<file path="config.mk">
export PLATFORM = sky130hd
export DESIGN_NAME = blkseq_top
export DESIGN_NICKNAME = d
export VERILOG_FILES = /design/src/rtl/blkseq_pkg.sv /design/src/rtl/blkseq_step.sv /design/src/rtl/blkseq_flags.sv /design/src/rtl/blkseq_ctrl.sv /design/src/rtl/blkseq_top.sv
export SDC_FILE = /design/constraint.sdc
export NUM_CORES = 1
export LEC_CHECK = 0
export BUFFER_PORTS_ARGS = -buffer_cell sky130_fd_sc_hd__buf_2
export CORE_UTILIZATION = 30
export DETAILED_ROUTE_END_ITERATION = 7
export HOLD_SLACK_MARGIN = 0.12
export SLEW_MARGIN = 0
export SYNTH_ARGS = -nofsm -noshare
export SYNTH_HDL_FRONTEND = slang
export SYNTH_SLANG_ARGS = --single-unit
</file>
<file path="constraint.sdc">
create_clock -name clk -period 3.9 [get_ports clk]
set_input_delay 0.39 -clock clk [delete_from_list [all_inputs] [get_ports clk]]
set_output_delay 0.39 -clock clk [all_outputs]
set_load 0.005 [all_outputs]
</file>
<file path="src/rtl/blkseq_pkg.sv">
package blkseq_pkg;

    typedef enum logic [1:0] {
        OP_COPY     = 2'd0,
        OP_SEARCH   = 2'd1,
        OP_PORT_IN  = 2'd2,
        OP_PORT_OUT = 2'd3
    } blk_op_e;

    typedef enum logic [1:0] {
        ST_IDLE,
        ST_READ,
        ST_WRITE,
        ST_FINISH
    } blk_st_e;

    localparam int FLAG_W  = 8;
    localparam int FLAG_C  = 0;
    localparam int FLAG_N  = 1;
    localparam int FLAG_PV = 2;
    localparam int FLAG_H  = 4;
    localparam int FLAG_Z  = 6;
    localparam int FLAG_S  = 7;

endpackage

</file>
<file path="src/rtl/blkseq_step.sv">
module blkseq_step #(
    parameter int W = 16
) (
    input  logic [W-1:0] ptr,
    input  logic         down,
    output logic [W-1:0] nxt
);
    always_comb begin
        if (down) nxt = ptr - W'(1);
        else      nxt = ptr + W'(1);
    end
endmodule

</file>
<file path="src/rtl/blkseq_flags.sv">
module blkseq_flags
    import blkseq_pkg::*;
#(
    parameter int DW = 8
) (
    input  blk_op_e             op,
    input  logic                rep,
    input  logic [FLAG_W-1:0]   f_in,
    input  logic [DW-1:0]       acc,
    input  logic [DW-1:0]       byte_in,
    input  logic                cnt_nz,
    input  logic                hi_nz,
    output logic [FLAG_W-1:0]   f_out,
    output logic                again
);
    localparam int HB = DW / 2;

    logic [DW-1:0] diff;
    logic [DW-1:0] carry_vec;
    logic          match;

    always_comb begin
        diff      = acc - byte_in;
        carry_vec = diff ^ acc ^ byte_in;
        match     = (diff == '0);
        f_out     = '0;
        again     = 1'b0;
        case (op)
            OP_COPY: begin
                f_out          = f_in;
                f_out[FLAG_H]  = 1'b0;
                f_out[FLAG_N]  = 1'b0;
                f_out[FLAG_PV] = cnt_nz;
                again          = rep && cnt_nz;
            end
            OP_SEARCH: begin
                f_out[FLAG_C]  = f_in[FLAG_C];
                f_out[FLAG_S]  = diff[DW-1];
                f_out[FLAG_Z]  = match;
                f_out[FLAG_H]  = carry_vec[HB];
                f_out[FLAG_PV] = cnt_nz;
                f_out[FLAG_N]  = !rep || match;
                again          = rep && !match && cnt_nz;
            end
            default: begin
                f_out[FLAG_N]  = 1'b1;
                f_out[FLAG_Z]  = !hi_nz;
                again          = rep && hi_nz;
            end
        endcase
    end
endmodule

</file>
<file path="src/rtl/blkseq_ctrl.sv">
module blkseq_ctrl
    import blkseq_pkg::*;
(
    input  logic    clk,
    input  logic    rst_n,
    input  logic    start,
    input  blk_op_e op,
    input  logic    mem_ack,
    input  logic    io_ack,
    output blk_st_e st,
    output logic    rd_hit,
    output logic    last_hit
);
    blk_st_e st_d, st_q;
    logic    rd_ack, wr_ack, wr_hit;

    always_comb begin
        rd_ack   = (op == OP_PORT_IN)  ? io_ack : mem_ack;
        wr_ack   = (op == OP_PORT_OUT) ? io_ack : mem_ack;
        rd_hit   = (st_q == ST_READ)  && rd_ack;
        wr_hit   = (st_q == ST_WRITE) && wr_ack;
        last_hit = wr_hit || (rd_hit && op == OP_SEARCH);
        st_d     = st_q;
        case (st_q)
            ST_IDLE:   if (start) st_d = ST_READ;
            ST_READ:   if (rd_hit) st_d = (op == OP_SEARCH) ? ST_FINISH : ST_WRITE;
            ST_WRITE:  if (wr_hit) st_d = ST_FINISH;
            default:   st_d = ST_IDLE;
        endcase
    end

    always_ff @(posedge clk or negedge rst_n) begin
        if (!rst_n) st_q <= ST_IDLE;
        else        st_q <= st_d;
    end

    assign st = st_q;

    AST_FINISH_THEN_IDLE: assert property (@(posedge clk) disable iff (!rst_n)
        st_q == ST_FINISH |=> st_q == ST_IDLE);
    AST_SEARCH_NO_WRITE: assert property (@(posedge clk) disable iff (!rst_n)
        st_q == ST_WRITE |-> op != OP_SEARCH);
endmodule

</file>
<file path="src/rtl/blkseq_top.sv">
module blkseq_top
    import blkseq_pkg::*;
#(
    parameter int DW      = 8,
    parameter int PENALTY = 5,
    localparam int AW     = 2 * DW,
    localparam int PW     = $clog2(PENALTY + 1)
) (
    input  logic              clk,
    input  logic              rst_n,
    input  logic              ld_en,
    input  logic [AW-1:0]     ld_hl,
    input  logic [AW-1:0]     ld_de,
    input  logic [AW-1:0]     ld_bc,
    input  logic [DW-1:0]     ld_acc,
    input  logic [FLAG_W-1:0] ld_flags,
    input  logic              start,
    input  logic [1:0]        op_i,
    input  logic              down_i,
    input  logic              rep_i,
    output logic              mem_req,
    output logic              mem_we,
    output logic [AW-1:0]     mem_addr,
    output logic [DW-1:0]     mem_wdata,
    input  logic              mem_ack,
    input  logic [DW-1:0]     mem_rdata,
    output logic              io_req,
    output logic              io_we,
    output logic [AW-1:0]     io_addr,
    output logic [DW-1:0]     io_wdata,
    input  logic              io_ack,
    input  logic [DW-1:0]     io_rdata,
    output logic              busy,
    output logic              done,
    output logic              repeat_o,
    output logic [PW-1:0]     penalty_o,
    output logic [AW-1:0]     hl_o,
    output logic [AW-1:0]     de_o,
    output logic [AW-1:0]     bc_o,
    output logic [FLAG_W-1:0] flags_o
);
    typedef struct packed {
        logic [AW-1:0]     hl;
        logic [AW-1:0]     de;
        logic [AW-1:0]     bc;
        logic [DW-1:0]     acc;
        logic [DW-1:0]     data;
        logic [FLAG_W-1:0] f;
        logic              again;
        blk_op_e           op;
        logic              down;
        logic              rep;
    } regs_t;

    regs_t r_d, r_q;

    blk_st_e           st;
    logic              rd_hit, last_hit;
    logic [AW-1:0]     hl_nx, de_nx, bc_dec;
    logic [DW-1:0]     b_dec, rd_byte;
    logic [FLAG_W-1:0] f_new;
    logic              again_new, wide_cnt, go;

    assign go = start && !ld_en;

    blkseq_ctrl u_ctrl (
        .clk      (clk),
        .rst_n    (rst_n),
        .start    (go),
        .op       (r_q.op),
        .mem_ack  (mem_ack),
        .io_ack   (io_ack),
        .st       (st),
        .rd_hit   (rd_hit),
        .last_hit (last_hit)
    );

    blkseq_step #(.W(AW)) u_step_hl (.ptr(r_q.hl), .down(r_q.down), .nxt(hl_nx));
    blkseq_step #(.W(AW)) u_step_de (.ptr(r_q.de), .down(r_q.down), .nxt(de_nx));

    assign bc_dec   = r_q.bc - AW'(1);
    assign b_dec    = r_q.bc[AW-1:DW] - DW'(1);
    assign wide_cnt = (r_q.op == OP_COPY) || (r_q.op == OP_SEARCH);
    assign rd_byte  = (r_q.op == OP_PORT_IN) ? io_rdata : mem_rdata;

    blkseq_flags #(.DW(DW)) u_flags (
        .op      (r_q.op),
        .rep     (r_q.rep),
        .f_in    (r_q.f),
        .acc     (r_q.acc),
        .byte_in (rd_byte),
        .cnt_nz  (bc_dec != '0),
        .hi_nz   (b_dec != '0),
        .f_out   (f_new),
        .again   (again_new)
    );

    always_comb begin
        r_d = r_q;
        if (st == ST_IDLE && ld_en) begin
            r_d.hl  = ld_hl;
            r_d.de  = ld_de;
            r_d.bc  = ld_bc;
            r_d.acc = ld_acc;
            r_d.f   = ld_flags;
        end
        if (st == ST_IDLE && go) begin
            r_d.op    = blk_op_e'(op_i);
            r_d.down  = down_i;
            r_d.rep   = rep_i;
            r_d.again = 1'b0;
        end
        if (rd_hit) r_d.data = rd_byte;
        if (last_hit) begin
            r_d.hl = hl_nx;
            if (r_q.op == OP_COPY) r_d.de = de_nx;
            if (wide_cnt) r_d.bc = bc_dec;
            else          r_d.bc = {b_dec, r_q.bc[DW-1:0]};
            r_d.f     = f_new;
            r_d.again = again_new;
        end
    end

    always_ff @(posedge clk or negedge rst_n) begin
        if (!rst_n) r_q <= '0;
        else        r_q <= r_d;
    end

    always_comb begin
        mem_req = ((st == ST_READ)  && (r_q.op != OP_PORT_IN)) ||
                  ((st == ST_WRITE) && (r_q.op == OP_COPY || r_q.op == OP_PORT_IN));
        io_req  = ((st == ST_READ)  && (r_q.op == OP_PORT_IN)) ||
                  ((st == ST_WRITE) && (r_q.op == OP_PORT_OUT));
        mem_we  = mem_req && (st == ST_WRITE);
        io_we   = io_req  && (st == ST_WRITE);
        mem_addr = (st == ST_WRITE && r_q.op == OP_COPY) ? r_q.de : r_q.hl;
        io_addr  = (st == ST_WRITE) ? {b_dec, r_q.bc[DW-1:0]} : r_q.bc;
    end

    assign mem_wdata = r_q.data;
    assign io_wdata  = r_q.data;
    assign busy      = (st != ST_IDLE);
    assign done      = (st == ST_FINISH);
    assign repeat_o  = done && r_q.again;
    assign penalty_o = repeat_o ? PW'(PENALTY) : '0;
    assign hl_o      = r_q.hl;
    assign de_o      = r_q.de;
    assign bc_o      = r_q.bc;
    assign flags_o   = r_q.f;

    AST_ONE_PORT: assert property (@(posedge clk) disable iff (!rst_n)
        !(mem_req && io_req));
    AST_IDLE_QUIET: assert property (@(posedge clk) disable iff (!rst_n)
        !busy |-> !mem_req && !io_req);
    AST_MEM_HOLD: assert property (@(posedge clk) disable iff (!rst_n)
        mem_req && !mem_ack |=> mem_req && $stable(mem_addr) && $stable(mem_we));
    AST_IO_HOLD: assert property (@(posedge clk) disable iff (!rst_n)
        io_req && !io_ack |=> io_req && $stable(io_addr) && $stable(io_we));
    AST_DONE_PULSE: assert property (@(posedge clk) disable iff (!rst_n)
        done |=> !done);
    AST_PENALTY: assert property (@(posedge clk) disable iff (!rst_n)
        penalty_o == (repeat_o ? PW'(PENALTY) : PW'(0)));
    AST_SINGLE_NOREP: assert property (@(posedge clk) disable iff (!rst_n)
        done && !r_q.rep |-> !repeat_o);
    AST_COPY_PV: assert property (@(posedge clk) disable iff (!rst_n)
        done && r_q.op == OP_COPY |-> flags_o[FLAG_PV] == (bc_o != '0));
    AST_PORT_FLAGS: assert property (@(posedge clk) disable iff (!rst_n)
        done && !wide_cnt |-> flags_o == ((FLAG_W'(1) << FLAG_N) |
            ((bc_o[AW-1:DW] == '0) ? (FLAG_W'(1) << FLAG_Z) : FLAG_W'(0))));
endmodule

</file>
Word-level counts from Yosys, hierarchy flattened:

Cells that the tools add are included.

* word-level logic and storage cells: 105
* bits of input ports: 90
* output and inout port bits: 114
* bits in registers: 79

* reduce and logical (&&, ||, !) cells: 41
* add/subtract/negate cells: 7
* multiplexer cells: 28
* bitwise operators: 2
* equal/unequal tests: 13

Operators with widths (count)
* $mux W16: 6
* $mux W56: 1
* $mux W48: 1
* $sub A16 B1 Y16 const B: 3
* $add A16 B1 Y16 const B: 2
* $logic_and A1 B1 Y1: 18
* $mux W8: 2
* $reduce_bool A16 Y1: 1
* $ne A2 B2 Y1 const B: 5
* $xor A5 B5 Y5: 2
* $mux W9: 1
* $eq A2 B2 Y1 const B: 4
* $logic_not A8 Y1: 1
* $pmux W1 S2: 4
* $reduce_bool A8 Y1: 1
* $sub A8 B1 Y8 const B: 1
* $sub A8 B8 Y8: 1
* $mux W1: 7
* $logic_or A1 B1 Y1: 6
* $mux W2: 3
* $pmux W2 S3: 1
* $reduce_and A2 Y1: 3
* $reduce_bool A2 Y1: 3
* $mux W5: 1
* 7 further kinds: 13

Logic depth before layout (Yosys ltp):

Gate-level depths: netlist of run 1.

* depth after elaboration: 9
* gate-level depth with buffers: 12
* mapped depth without buffers: 11

By module:

A second synthesis of run 1 with hierarchy kept.

* cells, all modules: 806
* area total of the unflattened synthesis: 7253.2 µm²

Modules (own cells, without submodules)
* blkseq_top: area an instance 5073.6 µm², cells each 513, sequential area each 1926.8 µm², instances 1
* blkseq_step: area an instance 737.0 µm², cells each 101, sequential area each 0.0 µm², instances 2
* blkseq_flags: area an instance 476.7 µm², cells each 67, sequential area each 0.0 µm², instances 1
* blkseq_ctrl: area an instance 229.0 µm², cells each 24, sequential area each 50.0 µm², instances 1

Least setup slack after synthesis of run 1:

No wires, ideal clock.

* path type: register -> register
* from: register r_q[2] (netlist name)
* to: register r_q[4] (netlist name)
* setup time: 0.120 ns
* stages on the path, launching flop included: 12
* period minus slack after synthesis: 3.190 ns
* setup slack: 0.710 ns
* required time: 3.780 ns
* arrival time: 3.070 ns
* buffers on the path: 1
* cells stage by stage: dfrtp_1 > and2b_1 > buf_6 > mux2i_1 > ha_1 > a21o_1 > maj3_2 > maj3_2 > a2111oi_2 > nor2_1 > or4_1 > a31o_1

* cells in the longest elaborated chain, start to end: 9
* elaborated cells on any way between the ends: 19
* those cells by class: add/sub (1); eq/ne (3); mux (5); reduce/logical (10)

Ends and longest elaborated chain
* from (decl): line blkseq_top.sv:55 `regs_t r_d, r_q;`
* from (signal assigned): line blkseq_top.sv:126 `else r_q <= r_d;`
* $eq A2 B2 Y1: line blkseq_ctrl.sv:18, blkseq_top.sv:84
* $mux W8: line blkseq_top.sv:84 `assign rd_byte = (r_q.op == OP_PORT_IN) ? io_rdata : mem_rdata;`
* $sub A8 B8 Y8: line blkseq_flags.sv:23 `diff = acc - byte_in;`
* $logic_not A8 Y1: line blkseq_flags.sv:25 `match = (diff == '0);`
* $logic_not A1 Y1: line blkseq_flags.sv:43 `again = rep && !match && cnt_nz;`
* $logic_and A1 B1 Y1 (2 in series): line blkseq_flags.sv:43
* $pmux W1 S2: line blkseq_flags.sv:28 `case (op)`
* $mux W9: line blkseq_top.sv:114 `if (last_hit) begin`

Several ways; a longest one is shown, not always the timed one.
A chain may end at the register's enable or synchronous reset.

Worst setup path after layout of run 1:

Ends and elaborated chain as after synthesis.

==> results.md, run 1 <==
* Setup violators final at 0
* Initial core utilization at 0.3076
* Vias in the first global route at 5864
* Gate power share at 0.660
* Synth async-reset ratio at 1.000
* Register area at 0.001977 mm²
* CP Max Fanout at 6
* Fillers at 2288
* Post-DR wirelength/cell at 16.38 µm
* Distinct cell type count after synthesis at 64
* GRT Util Overall at 0.1731
* Hold_buf cts at 0
* Initial antenna violation count at 1
* Min cycle time layout at 3413 ps
* Largest net degree at the start of global routing at 58
* Pwr Density at 979.6 mW/mm²
* Peak VDD IR at 0.3561 mV
* Worst EP required at 4140 ps
* Die Y at 151.8 µm
* Worst slew pin tran at 931.4 ps
* First-pass GRT wire length at 31730 µm
* Root buf cell: clkbuf_16
* Ys Warns at 0
* Worst setup margin at 486.8 ps
* Final-stage net count at 1072
* Pre-CTS setup slack at 478.1 ps
* Mapped Nets at 960
* Final Cycle Share at 0.8752
* Leakage at 3.618 nW
* Total net switching power at 3.621 mW
* Syn_area_per_cell at 8.151 µm²
* IO buf count at 202
* Max-cap violations at 0
* Setup repair bufs after CTS at 0
* CTS H-tree lvls at 3
* # placed instances at 1207
* Synth Cell Area at 0.006733 mm²
* # IOs at 204
* DRT antenna net count at 0
* Multi-input logic area at 0.003924 mm²
* Most frequent cells in the layout: 201 x buf_2, 119 x nand2_1, 79 x dfrtp_1
* Hpwl dp at 14980 µm
* Clock Sinks at 79
* Max Buffers Root-to-Sink at 2
* Dominant synthesized flop cell: dfrtp_1
* Worst slew margin at 0.3768
* DRT Pass-1 Iters at 4
* F_max at 293.0 MHz
* Unrepaired setup endpoints after global routing: false
* Drt drc at 0
* Via count at 6175
* CP Capture Type: flop
* CTS tree: yes
* Final Max Tran Viols at 0
* Vias/cell at 5.049
* Clock share of power at 0.106
* CTS buffer count at 9
* Crit path launch type: flop
* Final std cells w/o fill at 1223
* Antenna diode count at 0
* Sequential share of power at 0.235
* Layout cells sized above 1 at 0.2821
* Fin Setup TNS at 0 ps
* Worst EP arrival at 3650 ps
* Area grow syn2layout at 15.00%
* DRT iter0 DRCs at 235
* #FFs+latches synth at 79
* Site row count at 54
* Worst skew pair latency at 350 ps
* Chip width at 151.8 µm
* Routed wire length at 20030 µm
* Post-CTS sizing at 0
* Clock Pin Slew Worst Setup and Hold Paths at 70 ps
* GP Congestion at 0.8591
* Commonest non-fill, non-tap cell in the layout: buf_2
* Layout Utilization at 0.3537
* Status: finished, final reports clean
* Remaining Overflow, GRT at 0
* Sequential-to-total area share from yosys stat at 0.2936
* Sw frac at 0.4774
* Die ar. at 0.02304 mm²
* Internal Pwr Total at 3.964 mW
* Setup CP Type: reg2reg
* EDFF count, synth at 0
* Core Region at 0.02189 mm²
* Hold Crit Class: in2async
* Cells after Synth at 826
* Hold Violations, Final at 0
* Clk_skew at 7.719 ps
[per-stage QoR]
| stage | power, mW | hold slack, ps | area (µm²) |
|---|---|---|---|
| after floorplan | 5.706 | 94.41 | 6733 |
| after global placement | 6.733 | 478.5 | 7475 |
| after detailed placement | 6.795 | 477.0 | 7475 |
| after CTS | 7.654 | 153.2 | 7742 |
| after global routing | 8.343 | 180.5 | 7742 |
| final | 7.585 | 116.3 | 7742 |
[registers in the layout, summed over array words and instances (netlist names)]
name,cells
bc_o,16
de_o,16
hl_o,16
r_q,13
flags_o,8
io_wdata,8
u_ctrl.st,2
[cell families after synthesis]
| kind of cell | synth area share |
|---|---|
| AO/OA/AOI/OAI | 0.1810 |
| buffers and inverters | 0.1266 |
| XOR/XNOR | 0.05668 |
| other | 0.0005570 |
| AND/OR/NAND/NOR | 0.1907 |
| multiplexers | 0.06356 |
| adder cells (fa/ha/maj) | 0.08734 |
| flip-flops | 0.2936 |
[worst paths after layout]
check	from	end	slack (ps)	depth (start not counted)
hold reg to reg	r_q[22]$_DFFE_PN0P_	r_q[22]$_DFFE_PN0P_	490	2
setup reg to reg	r_q[2]$_DFFE_PN0P_	r_q[4]$_DFFE_PN0P_	490	10
max in group asynchronous	rst_n	hl_o[0]$_DFFE_PN0P_	2930	2
hold / removal	rst_n	de_o[4]$_DFF_PN0_	120	1
setup / recovery	r_q[2]$_DFFE_PN0P_	r_q[4]$_DFFE_PN0P_	490	10
min in group clk	ld_acc[5]	r_q[26]$_DFFE_PN0P_	230	3
[per-layer routing]
layer / global-route usage / up-vias / share of wire
met2: 0.2801 / 203 / 0.47
met3: 0.03651 / 20 / 0.057
met1: 0.2334 / 2891 / 0.46
met5: 0 / - / 0.00065
met4: 0.04429 / 2 / 0.014
li1: - / 3059 / -
[worst max-delay path, stage by stage, from the launching register on]
cell and delay, ps:
dfrtp_1 370, and2b_1 370, mux2i_1 280, ha_1 280, a21o_1 190, maj3_2 360
maj3_2 350, a2111oi_2 210, nor2_1 70, or4_1 590, a31o_1 240
[Yosys cell counts, drive strengths merged, types with 5 or more instances]
| master | count | area, µm² |
|---|---|---|
| nand3 | 19 | 95.09 |
| a21oi | 52 | 260.3 |
| xor2 | 7 | 61.31 |
| a21o | 5 | 37.54 |
| and3 | 6 | 37.54 |
| nor3 | 18 | 90.09 |
| dfrtp | 79 | 1977 |
| o31ai | 11 | 82.58 |
| mux2i | 18 | 180.2 |
| or3 | 13 | 81.33 |
| inv | 26 | 97.59 |
| clkbuf | 31 | 116.4 |
| nand2b | 12 | 75.07 |
| a31oi | 20 | 125.1 |
| nand4 | 6 | 37.54 |
| a211oi | 8 | 60.06 |
| nor2 | 63 | 236.5 |
| nand2 | 119 | 446.7 |
| ha | 42 | 525.5 |
| mux2 | 22 | 247.7 |
| xnor2 | 34 | 297.8 |
| and2 | 7 | 43.79 |
| o21ai | 49 | 245.2 |
| buf | 85 | 638.1 |
[area by class of cell]
cell class | count | share of cell area
multi-input combinational | 605 | 0.5068
sequential | 79 | 0.2553
timing repair buffer | 217 | 0.1454
tap | 280 | 0.04525
clock buffer | 11 | 0.03006
inverter | 26 | 0.01261
clock inverter | 5 | 0.004525
[power groups by stage]
stage	logic, mW	clock network (mW)	registers, mW
floorplan	4.12	0	1.58
CTS	5.03	0.836	1.78
detailed placement	5.00	0	1.80
finish	5.00	0.800	1.78
global placement	4.94	0	1.79
global route	5.62	0.867	1.86
No activity file was read; power rests on OpenSTA's default activity.
==> run 2: changes to the inputs <==
CORE_UTILIZATION = 53   (was 30)
PLACE_DENSITY_LB_ADDON = 0.25   (was default)
==> run 2 against run 1 <==
Effect of this change: non-clock buffer count is 1 higher; sequential share of layout area is 0.45 points higher; global-route usage is 10 points higher; first-iteration DRC count is 49% higher; sequential power hardly changed; critical path depth is 1 higher; sequential cell count stayed put; clock power hardly changed; setup slack worse by 46 ps; critical endpoint unchanged; highest routed layer is now met4.
==> results.md, run 2 (same netlist as run 1, synthesis figures left out) <==
* Crit path launch type: flop
* CTS H-tree lvls at 3 (unchanged)
* Reg2reg path depth at 11 (+1)
* Worst hold margin at 238.6 ps (+122.3 ps)
* Reg2reg end: r_q[4]$_DFFE_PN0P_
* Post-DR wirelength/cell at 15.75 µm (-3.8%)
* Min cycle time layout at 3459 ps (+46.13 ps)
* GRT Util Overall at 0.2735 (+0.1004)
* Status: finished, final reports clean
* Worst EP arrival at 3690 ps (+40 ps)
* Drt drc at 0 (unchanged)
* Hold_buf cts at 0 (unchanged)
* Die Y at 114.7 µm (-24%)
* Internal Pwr Total at 3.995 mW (+0.79%)
* Clock Sinks at 79 (unchanged)
* Site row count at 40 (-26%)
* Vias/cell at 5.631 (+12%)
* Sw frac at 0.4715 (-0.005871)
* Initial core utilization at 0.5513 (+0.2438)
* Layout cells sized above 1 at 0.2839 (+0.001820)
* GP Congestion at 0.9055 (+5.4%)
* Worst skew pair latency at 340 ps (about the same)
* F_max at 289.1 MHz (-1.3%)
* Final Max Tran Viols at 0 (unchanged)
* Worst slew pin tran at 1038 ps (+106.4 ps)
* # IOs at 204 (unchanged)
* Max-cap violations at 0 (unchanged)
* Clk_skew at 4.270 ps (-3.448 ps)
* Routed wire length at 17540 µm (-12%)
* Vias in the first global route at 5743 (-2.1%)
* DRT iter0 DRCs at 350 (+49%)
* Hold Crit Class: in2async
* Remaining Overflow, GRT at 0 (unchanged)
* Die ar. at 0.01316 mm² (-43%)
* Max Buffers Root-to-Sink at 2 (unchanged)
* Setup violators final at 0 (unchanged)
* Worst EP required at 4130 ps (about the same)
* Hpwl dp at 13020 µm (-13%)
* Root buf cell: clkbuf_16
* Worst slew margin at 0.3081 (-0.06865)
* Largest net degree at the start of global routing at 80 (+38%)
* Wl on met1 at 7847 µm (-14%)
* Hold Violations, Final at 0 (unchanged)
* DRT antenna net count at 0 (unchanged)
* DRT Pass-1 Iters at 6 (+2)
* Chip width at 114.7 µm (-24%)
* IO buf count at 202 (unchanged)
* R2R setup slack at 440 ps (-50 ps)
* Final Cycle Share at 0.8870 (+0.01183)
* Pwr Density at 993.3 mW/mm² (+1.4%)
* Crit path launch: r_q[2]$_DFFE_PN0P_
* Sequential share of power at 0.232 (-0.003)
* Total net switching power at 3.564 mW (-1.6%)
* Gate power share at 0.662 (+0.002)
* Clock Pin Slew Worst Setup and Hold Paths at 60 ps (about the same)
* Unrepaired setup endpoints after global routing: false
* Initial antenna violation count at 1 (unchanged)
* CTS buffer count at 9 (unchanged)
* Via count at 6267 (+1.5%)
* WL met2 at 8101 µm (-14%)
* Max layer used: met4
* Post-CTS sizing at 0 (unchanged)
* Setup CP Type: reg2reg
* Pwr Total at 7.559 mW (-0.33%)
* WL met3 at 1291 µm (+13%)
* Commonest non-fill, non-tap cell in the layout: buf_2
* CP Capture Type: flop
* Core Region at 0.01221 mm² (-44%)
* First-pass GRT wire length at 28190 µm (-11%)
* Leakage at 3.637 nW (+0.51%)
* Most frequent cells in the layout: 201 x buf_2, 119 x nand2_1, 79 x dfrtp_1
* Setup repair bufs after CTS at 0 (unchanged)
* Final-stage net count at 1073 (+0.093%)
* Fin Setup TNS at 0 ps (unchanged)
* CP Max Fanout at 6 (unchanged)
* Peak VDD IR at 0.4927 mV (+38%)
* CTS tree: yes
* Clock share of power at 0.106 (about the same)
* Area grow syn2layout at 13.03%
* Worst R2R Start: r_q[2]$_DFFE_PN0P_
==> run 2: changes by cell type in the layout (fill, tap and decap cells not counted), sizes merged <==
cell / before / now
buf: 217 / 218
clkinv: 1 / 3
clkinvlp: 4 / 2
diode: 0 / 1
==> run 2: metrics by stage <==
step           instance area (µm²)  utilization  cells  setup WS, ps
2_1_floorplan                 6733            -    826         710.4
3_3_place_gp                  7331       0.6003   1096         558.4
3_5_place_dp                  7331       0.6003   1096         422.0
4_1_cts                       7607       0.6230   1112         415.1
5_1_grt                       7610       0.6232   1113         288.0
6_report                      7610       0.6232   1113         440.6
==> run 2: cell type report <==
cell class              count  area [µm²]
well taps                 168       210.2
clock buffers              11       242.7
repair buffers            218        1134
fillers                  1158        4602
diodes                      1       2.502
flip-flops and latches     79        1977
inverters                  26       97.59
multi-input cells         605        3913
clock inverters             5       33.78
==> run 2: critical path: stages (launching register included) <==
cell	delay [ps]
dfrtp_1	370
and2b_1	310
buf_4	210
mux2i_1	280
ha_1	340
or2_2	340
a2111oi_0	380
a31o_2	160
a41o_1	90
nor2_1	40
or4_1	590
a31o_1	240
==> run 2: power groups by stage <==
stage	logic [mW]	clock network (mW)	registers, mW
after global placement	4.89	0	1.76
after CTS	5.00	0.810	1.75
after floorplan	4.12	0	1.58
final	5.00	0.800	1.75
after global routing	5.62	0.852	1.82
after detailed placement	4.97	0	1.76
==> run 2: metal layers <==
metal	up-vias	global-route usage
li1	3058	-
met1	2908	0.3673
met2	269	0.4537
met3	32	0.04764
met4	0	0.07792
met5	-	0
==> run 2: worst max path at each step <==
stage                     cells past startpoint                      to  slack [ps]
after floorplan                              11      r_q[4]$_DFFE_PN0P_         710
after CTS                                    11      r_q[4]$_DFFE_PN0P_         420
after global placement                       11      r_q[4]$_DFFE_PN0P_         560
after detailed placement                     11      r_q[4]$_DFFE_PN0P_         420
after global routing                         11  flags_o[6]$_DFFE_PN0P_         290
final                                        11      r_q[4]$_DFFE_PN0P_         440
